===== src/rtl/bxs_pkg.sv =====
package bxs_pkg;
   localparam int SEL_W = 4;
   localparam logic [SEL_W-1:0] SEL_PACKED = 4'd0;
   localparam logic [SEL_W-1:0] SEL_VSIZE  = 4'd1;
   localparam logic [SEL_W-1:0] SEL_HSIZE  = 4'd2;
   localparam logic [SEL_W-1:0] SEL_CTL0   = 4'd3;
   localparam logic [SEL_W-1:0] SEL_CTL0LO = 4'd4;
   localparam logic [SEL_W-1:0] SEL_CTL1   = 4'd5;
   localparam logic [SEL_W-1:0] SEL_PTRHI  = 4'd6;
   localparam logic [SEL_W-1:0] SEL_PTRLO  = 4'd7;
   localparam logic [SEL_W-1:0] SEL_DMOD   = 4'd8;
   localparam int STORE_OFF_BIT = 7;
endpackage


===== src/rtl/bxs_regs.sv =====
module bxs_regs
   import bxs_pkg::*;
#(
   parameter int DATA_W  = 16,
   parameter int LEG_H_W = 10,
   parameter int LEG_W_W = 6,
   parameter int ENH_H_W = 15,
   parameter int ENH_W_W = 11
) (
   input  logic               clk,
   input  logic               rst_n,
   input  logic               wr_en,
   input  logic [SEL_W-1:0]   wr_sel,
   input  logic [DATA_W-1:0]  wr_data,
   input  logic               busy,
   output logic               start,
   output logic [ENH_W_W-1:0] w_load,
   output logic [ENH_H_W-1:0] h_load,
   output logic [7:0]         minterm,
   output logic [DATA_W-9:0]  ctl_hi,
   output logic               store_off,
   output logic [DATA_W-2:0]  dmod_hi,
   output logic               ptr_hi_we,
   output logic               ptr_lo_we
);
   if (LEG_H_W + LEG_W_W != DATA_W) begin : g_bad_packed
      $error("packed size fields must fill the data word");
   end
   if (LEG_W_W >= ENH_W_W || LEG_H_W >= ENH_H_W || ENH_H_W >= DATA_W) begin : g_bad_enh
      $error("enhanced size fields must be wider than packed ones");
   end

   logic                 acc;
   logic [ENH_H_W-1:0]   vsize_q;
   logic [DATA_W-1:0]    ctl0_q;
   logic                 off_q;
   logic [DATA_W-2:0]    dmod_q;
   logic [LEG_W_W-1:0]   lw;
   logic [LEG_H_W-1:0]   lh;
   logic                 sel_packed;

   assign acc        = wr_en & ~busy;
   assign sel_packed = (wr_sel == SEL_PACKED);
   assign start      = acc & (sel_packed | (wr_sel == SEL_HSIZE));
   assign ptr_hi_we  = acc & (wr_sel == SEL_PTRHI);
   assign ptr_lo_we  = acc & (wr_sel == SEL_PTRLO);
   assign lw         = wr_data[LEG_W_W-1:0];
   assign lh         = wr_data[LEG_W_W +: LEG_H_W];

   // packed zero maps to one above the field range; enhanced zero wraps in the down-counter
   always_comb begin
      if (sel_packed) begin
         w_load = ENH_W_W'({~|lw, lw});
         h_load = ENH_H_W'({~|lh, lh});
      end else begin
         w_load = wr_data[ENH_W_W-1:0];
         h_load = vsize_q;
      end
   end

   always_ff @(posedge clk or negedge rst_n) begin
      if (!rst_n) begin
         vsize_q <= '0;
         ctl0_q  <= '0;
         off_q   <= 1'b0;
         dmod_q  <= '0;
      end else if (acc) begin
         case (wr_sel)
            SEL_VSIZE:  vsize_q <= wr_data[ENH_H_W-1:0];
            SEL_CTL0:   ctl0_q  <= wr_data;
            SEL_CTL0LO: ctl0_q[7:0] <= wr_data[7:0];
            SEL_CTL1:   off_q   <= wr_data[STORE_OFF_BIT];
            SEL_DMOD:   dmod_q  <= wr_data[DATA_W-1:1];
            default: ;
         endcase
      end
   end

   assign minterm   = ctl0_q[7:0];
   assign ctl_hi    = ctl0_q[DATA_W-1:8];
   assign store_off = off_q;
   assign dmod_hi   = dmod_q;


   busy_ctl_hold_chk: assert property (@(posedge clk) disable iff (!rst_n)
      busy && wr_en |=> $stable(ctl0_q) && $stable(off_q) && $stable(vsize_q) && $stable(dmod_q));

   alias_keeps_hi_chk: assert property (@(posedge clk) disable iff (!rst_n)
      acc && wr_sel == SEL_CTL0LO |=> ctl0_q[DATA_W-1:8] == $past(ctl0_q[DATA_W-1:8]));
endmodule


===== src/rtl/bxs_walker.sv =====
module bxs_walker #(
   parameter int ENH_H_W = 15,
   parameter int ENH_W_W = 11,
   parameter int ADDR_W  = 21,
   parameter int MOD_W   = 15
) (
   input  logic               clk,
   input  logic               rst_n,
   input  logic               start,
   input  logic [ENH_W_W-1:0] w_load,
   input  logic [ENH_H_W-1:0] h_load,
   input  logic               ptr_hi_we,
   input  logic               ptr_lo_we,
   input  logic [ADDR_W-17:0] ptr_hi_data,
   input  logic [14:0]        ptr_lo_data,
   input  logic [MOD_W-1:0]   dmod_hi,
   output logic               busy,
   output logic               done,
   output logic [ADDR_W-2:0]  waddr
);
   localparam int AW = ADDR_W - 1;

   if (AW <= MOD_W || ADDR_W <= 16) begin : g_bad_addr
      $error("address must be wider than the modulo");
   end

   logic               busy_q, done_q;
   logic [ENH_W_W-1:0] wcnt_q, wrow_q;
   logic [ENH_H_W-1:0] lcnt_q;
   logic [AW-1:0]      addr_q;
   logic               line_last, rect_last;
   logic [AW-1:0]      step;

   assign line_last = (wcnt_q == ENH_W_W'(1));
   assign rect_last = line_last && (lcnt_q == ENH_H_W'(1));
   assign step      = AW'(1) + (line_last ? {{(AW-MOD_W){dmod_hi[MOD_W-1]}}, dmod_hi} : '0);

   always_ff @(posedge clk or negedge rst_n) begin
      if (!rst_n) begin
         busy_q <= 1'b0;
         done_q <= 1'b0;
         wcnt_q <= '0;
         wrow_q <= '0;
         lcnt_q <= '0;
      end else begin
         done_q <= busy_q & rect_last;
         if (start) begin
            busy_q <= 1'b1;
            wcnt_q <= w_load;
            wrow_q <= w_load;
            lcnt_q <= h_load;
         end else if (busy_q) begin
            if (line_last) begin
               wcnt_q <= wrow_q;
               lcnt_q <= lcnt_q - 1'b1;
               if (rect_last) busy_q <= 1'b0;
            end else begin
               wcnt_q <= wcnt_q - 1'b1;
            end
         end
      end
   end

   always_ff @(posedge clk or negedge rst_n) begin
      if (!rst_n) begin
         addr_q <= '0;
      end else if (busy_q) begin
         addr_q <= addr_q + step;
      end else if (ptr_hi_we) begin
         addr_q[AW-1:15] <= ptr_hi_data;
      end else if (ptr_lo_we) begin
         addr_q[14:0] <= ptr_lo_data;
      end
   end

   assign busy  = busy_q;
   assign done  = done_q;
   assign waddr = addr_q;


   done_idle_chk: assert property (@(posedge clk) disable iff (!rst_n)
      done |-> !busy_q);

   done_single_chk: assert property (@(posedge clk) disable iff (!rst_n)
      done |=> !done);

   word_step_chk: assert property (@(posedge clk) disable iff (!rst_n)
      busy_q && !line_last |=> addr_q == $past(addr_q) + AW'(1));

   no_spurious_start_chk: assert property (@(posedge clk) disable iff (!rst_n)
      !busy_q && !start |=> !busy_q);
endmodule


===== src/rtl/bxs_mix.sv =====
module bxs_mix #(
   parameter int DATA_W  = 16,
   parameter bit SOP_FORM = 1'b0
) (
   input  logic [7:0]        minterm,
   input  logic [DATA_W-1:0] a,
   input  logic [DATA_W-1:0] b,
   input  logic [DATA_W-1:0] c,
   output logic [DATA_W-1:0] y
);
   for (genvar k = 0; k < DATA_W; k++) begin : g_bit
      if (SOP_FORM) begin : g_sop
         logic [7:0] term;
         for (genvar i = 0; i < 8; i++) begin : g_term
            assign term[i] = minterm[i]
               & (a[k] == i[2]) & (b[k] == i[1]) & (c[k] == i[0]);
         end
         assign y[k] = |term;
      end else begin : g_mux
         assign y[k] = minterm[{a[k], b[k], c[k]}];
      end
   end
endmodule


===== src/rtl/blit_extent_seq.sv =====
module blit_extent_seq
   import bxs_pkg::*;
#(
   parameter int DATA_W   = 16,
   parameter int LEG_H_W  = 10,
   parameter int LEG_W_W  = 6,
   parameter int ENH_H_W  = 15,
   parameter int ENH_W_W  = 11,
   parameter int ADDR_W   = 21,
   parameter bit SOP_FORM = 1'b0
) (
   input  logic              clk,
   input  logic              rst_n,
   input  logic              wr_en,
   input  logic [3:0]        wr_sel,
   input  logic [15:0]       wr_data,
   input  logic [15:0]       src_a,
   input  logic [15:0]       src_b,
   input  logic [15:0]       src_c,
   output logic              busy,
   output logic              done,
   output logic              rd_stb,
   output logic              wr_stb,
   output logic [20:0]       wr_addr,
   output logic [15:0]       dst_data,
   output logic [7:0]        ctl_hi
);
   if (DATA_W != 16 || ADDR_W != 21) begin : g_bad_port
      $error("port widths are fixed at 16 data and 21 address bits");
   end

   logic               start, store_off, ptr_hi_we, ptr_lo_we;
   logic [ENH_W_W-1:0] w_load;
   logic [ENH_H_W-1:0] h_load;
   logic [7:0]         minterm;
   logic [DATA_W-2:0]  dmod_hi;
   logic [ADDR_W-2:0]  waddr;

   bxs_regs #(
      .DATA_W(DATA_W), .LEG_H_W(LEG_H_W), .LEG_W_W(LEG_W_W),
      .ENH_H_W(ENH_H_W), .ENH_W_W(ENH_W_W)
   ) u_regs (
      .clk(clk), .rst_n(rst_n), .wr_en(wr_en), .wr_sel(wr_sel), .wr_data(wr_data),
      .busy(busy), .start(start), .w_load(w_load), .h_load(h_load),
      .minterm(minterm), .ctl_hi(ctl_hi), .store_off(store_off), .dmod_hi(dmod_hi),
      .ptr_hi_we(ptr_hi_we), .ptr_lo_we(ptr_lo_we)
   );

   bxs_walker #(
      .ENH_H_W(ENH_H_W), .ENH_W_W(ENH_W_W), .ADDR_W(ADDR_W), .MOD_W(DATA_W-1)
   ) u_walk (
      .clk(clk), .rst_n(rst_n), .start(start), .w_load(w_load), .h_load(h_load),
      .ptr_hi_we(ptr_hi_we), .ptr_lo_we(ptr_lo_we),
      .ptr_hi_data(wr_data[ADDR_W-17:0]), .ptr_lo_data(wr_data[15:1]),
      .dmod_hi(dmod_hi), .busy(busy), .done(done), .waddr(waddr)
   );

   bxs_mix #(.DATA_W(DATA_W), .SOP_FORM(SOP_FORM)) u_mix (
      .minterm(minterm), .a(src_a), .b(src_b), .c(src_c), .y(dst_data)
   );

   assign rd_stb  = busy;
   assign wr_stb  = busy & ~store_off;
   assign wr_addr = {waddr, 1'b0};


   store_needs_read_chk: assert property (@(posedge clk) disable iff (!rst_n)
      wr_stb |-> rd_stb);

   store_off_quiet_chk: assert property (@(posedge clk) disable iff (!rst_n)
      store_off |-> !wr_stb);

   idle_strobes_chk: assert property (@(posedge clk) disable iff (!rst_n)
      !busy |-> !rd_stb && !wr_stb);
endmodule


===== config.mk =====
export PLATFORM = sky130hd
export DESIGN_NAME = blit_extent_seq
export DESIGN_NICKNAME = d
export VERILOG_FILES = /design/src/rtl/bxs_pkg.sv /design/src/rtl/bxs_regs.sv /design/src/rtl/bxs_walker.sv /design/src/rtl/bxs_mix.sv /design/src/rtl/blit_extent_seq.sv
export SDC_FILE = /design/constraint.sdc
export NUM_CORES = 1
export LEC_CHECK = 0
export BUFFER_PORTS_ARGS = -buffer_cell sky130_fd_sc_hd__buf_2
export CORE_UTILIZATION = 41
export CTS_CLUSTER_SIZE = 24
export DETAILED_ROUTE_END_ITERATION = 8
export PLACE_DENSITY_LB_ADDON = 0.2
export SLEW_MARGIN = 20
export SYNTH_ARGS = -nofsm -noshare
export SYNTH_HDL_FRONTEND = slang
export SYNTH_SLANG_ARGS = --single-unit

===== constraint.sdc =====
create_clock -name clk -period 6.9 [get_ports clk]
set_input_delay 0.345 -clock clk [delete_from_list [all_inputs] [get_ports clk]]
set_output_delay 0.345 -clock clk [all_outputs]
set_load 0.02 [all_outputs]

==> run_results.csv <==
group,metric,value,unit
final_layout,drive_gt1_frac,0.3329,
sta,whs,298.0,ps
grt,antenna_found_initial,0,
grt,grt_pass1_vias,5803,
setup_path,worstPathRequired,7170,ps
grt,grt_pass1_wl,29.88,mm
yosys,synth_top_area_frac,0.3710,
clock_network,cts_hold_buf,1,
sta,tns,0,ps
clock_network,cts.sinks,106,
yosys,netlist_top_cells_area,"dfrtp_1 37%, mux4_2 10%, mux2_2 9.3%, ha_1 4.0%, nand2_1 3.5%",
setup_path,crit_arrival,3880,ps
yosys,yosysMostFrequentCell,"dfrtp_1",
yosys,syn_area,7151,sq um
final_layout,antenna_cells,0,
worst_hold_path,min_to,"u_walk.wrow_q[0]$_DFFE_PN0P_",
placed_design,gp_congestion,0.8491,
setup_path,critPathKind,"flop to flop",
setup_path,rr_endpoint,"u_walk.waddr[19]$_DFFE_PN0P_",
sta,period_needed,3611,ps
placed_design,place_inst,984,
sta,timing.final.ws_setup,3289,ps
pwr,p_leak,3.871,nW
setup_path,worstReg2RegStart,"u_walk.wcnt_q[5]$_DFFE_PN0P_",
floorplan,core_region_area,16820,sq um
setup_path,cp_slowest_cell,"nor4_2",
placed_design,post-place-ws,3332,ps
clock_network,cts-root-buf,"clkbuf_16",
final_layout,nNetsFinal,871,
final_layout,nFillCells,1604,
drt,wirelength,18.33,mm
final_layout,post-route-util,0.4859,
setup_path,rrSetupSlack,3290,ps
drt,drt_iter0_drc,290,
setup_path,crit_path_max_fanout,34,
yosys,synth_cell_types,70,
clock_network,clk_latency,360,ps
final_layout,multi_input_comb_area,4240,sq um
floorplan,die_area,17970,sq um
clock_network,post_cts_buffers,0,
floorplan,row_count,47,
drt,dr.pass1.iters,5,
yosys,synth_warnings,0,
drt,vias,5724,
setup_path,reg2reg_depth,11,
drt,viasPerCell,5.718,
setup_path,critPathMostFrequentCell,"o211ai_1",
floorplan,ios,120,
sta,relSlewSlack,0.3576,
yosys,synth_top_area_cell,"dfrtp_1",
yosys,synthTopCellsByCount,"106 x dfrtp_1, 66 x nand2_1, 59 x mux2_2, 45 x a21oi_1, 38 x nor2_1",
worst_hold_path,hold_start,"wr_data[0]",
grt,overflow,0,
setup_path,cp_cell_sequence,"nor4_2 -> and3_1 -> buf_4 -> and2_1 -> ha_1 -> a21oi_1 -> o211ai_1 -> o21a_1 -> nor3_1 -> o211ai_1 -> a211oi_1",
placed_design,dp_hpwl,12.92,mm
sta,fin_crit_sh,0.5234,
setup_path,crit_path_start_kind,"flop",
sta,report.final.slew_viol_count,0,
yosys,synthArstFlopShare,1.000,
worst_hold_path,hold_class,"input pin to flop",
drt,drc_errors,0,
yosys,synth_edf_count,0,
pwr,peakVddDrop,0.1166,mV
yosys,ys_seq_area_frac,0.3710,
status,status,"completed",
floorplan,die_w,134.1,microns
clock_network,htreeDepth,3,
setup_path,end_kind,"flop",
yosys,netlist_instances,680,
grt,grt.total_usage,0.2129,
sta,rsz0062_at_grt,"no",
yosys,synth_fp_nets,775,
drt,detail-route-antenna-nets,0,
worst_hold_path,holdPathStages,3,
clock_network,cts_made_buffers,9,
sta,setup_violations,0,
job,cap_violations,0,
pwr,powerDensity,154.5,nW/um^2
sta,hold_viol_final,0,
sta,worst_pin_slew,960.9,ps
grt,grt_max_degree,72,
final_layout,fin_area,8172,sq um
clock_network,post_cts_resized,0,
clock_network,cts_tree,"done",
placed_design,io_buffers,118,
pwr,power,1.262,mW
final_layout,regArea,2654,sq um
clock_network,max-clock-path-buffers,2,
final_layout,area_delta_synth_final,14.28,%
placed_design,placed_area,7864,sq um
yosys,syn_avg_cell_area,10.52,sq um
setup_path,critPathMaxStageDelay,490,ps
drt,wire_per_inst,18.31,microns
yosys,ys.flop_type,"dfrtp_1",
sta,finClkSkew,12.81,ps
floorplan,start_util,0.4252,
clock_network,clk_pin_slew_worst_paths,80,ps
sta,fmax,276.9,MHz
floorplan,die_y,134.1,microns
final_layout,layout.cells.non_filler,1001,
yosys,ys_seq_elements,106,
==> power by group <==
group          internal [mW]  switching (mW)  total, mW
logic                 0.0465          0.0625      0.109
clock network          0.270           0.246      0.516
registers              0.628         0.00923      0.637
total                  0.945           0.318       1.26
==> worst max-delay path by stage <==
| stage | startpoint | end | slack, ps | depth (start not counted) |
|---|---|---|---|---|
| 3_3_place_gp | u_walk.wcnt_q[5]$_DFFE_PN0P_ | u_walk.waddr[19]$_DFFE_PN0P_ | 3450 | 11 |
| 5_1_grt | u_walk.wcnt_q[5]$_DFFE_PN0P_ | u_walk.waddr[18]$_DFFE_PN0P_ | 3040 | 11 |
| 3_5_place_dp | u_walk.wcnt_q[7]$_DFFE_PN0P_ | u_walk.waddr[19]$_DFFE_PN0P_ | 3330 | 11 |
| 4_1_cts | u_walk.wcnt_q[5]$_DFFE_PN0P_ | u_walk.waddr[19]$_DFFE_PN0P_ | 3300 | 11 |
| 6_report | u_walk.wcnt_q[5]$_DFFE_PN0P_ | u_walk.waddr[19]$_DFFE_PN0P_ | 3290 | 11 |
| 2_1_floorplan | u_walk.wcnt_q[5]$_DFFE_PN0P_ | u_walk.waddr[18]$_DFFE_PN0P_ | 3400 | 14 |
==> cell type report <==
| cell class | count | share of cell area |
|---|---|---|
| sequential | 106 | 0.3248 |
| tap | 220 | 0.03369 |
| timing repair buffer | 124 | 0.07840 |
| clock buffer | 11 | 0.03093 |
| clock inverter | 5 | 0.005512 |
| multi-input combinational | 518 | 0.5189 |
| inverter | 17 | 0.007809 |
==> cell families (layout without fill, tap and decap cells) <==
kind of cell	Yosys count	count (layout)	share of synthesized area
AND/OR/NAND/NOR	202	202	0.1479
AO/OA/AOI/OAI	150	150	0.1356
multiplexers	112	112	0.2301
flip-flops	106	106	0.3710
buffers and inverters	56	157	0.03640
XOR/XNOR	29	29	0.03552
adder cells (fa/ha/maj)	24	24	0.04305
other	1	1	0.0005244
==> layout by cell type (no fill, tap or decap), drive strengths merged, types with 6 or more instances in the layout <==
cell | Yosys | final
inv | 17 | 19
and2 | 14 | 14
a22oi | 6 | 6
xnor2 | 18 | 18
buf | 15 | 123
ha | 23 | 23
nand2 | 66 | 66
xor2 | 11 | 11
mux2i | 11 | 11
a31oi | 8 | 8
nor4 | 9 | 9
nand4 | 6 | 6
nor3 | 8 | 8
o21ai | 33 | 33
nor2 | 40 | 40
a21oi | 45 | 45
a211oi | 18 | 18
a21o | 8 | 8
nand3 | 14 | 14
clkbuf | 24 | 11
mux4 | 32 | 32
dfrtp | 106 | 106
mux2 | 69 | 69
nor2b | 15 | 15
==> state kept, by name (all words and copies together) (netlist names) <==
signal            cells
u_walk.wcnt_q        11
u_regs.vsize_q       15
u_walk.wrow_q        11
u_walk.done           1
u_regs.dmod_hi       15
u_regs.store_off      1
u_walk.waddr         20
u_walk.lcnt_q        15
u_walk.busy           1
u_regs.ctl0_q        16
==> routing by layer <==
metal / track usage / wire length [microns]
met1: 0.2842 / 8325
met2: 0.3477 / 8763
met3: 0.02986 / 791
met4: 0.08864 / 450
met5: 0 / 0
==> critical path, delay by kind of cell, from the launching register on <==
kind	cells	cell delay, ps
and+or+nand+nor	4	1430
AOI/OAI and AO/OA	5	980
DFF	1	430
buffers and inverters	1	370
adders and majority gates	1	290
(Power assumes the default switching activity.)
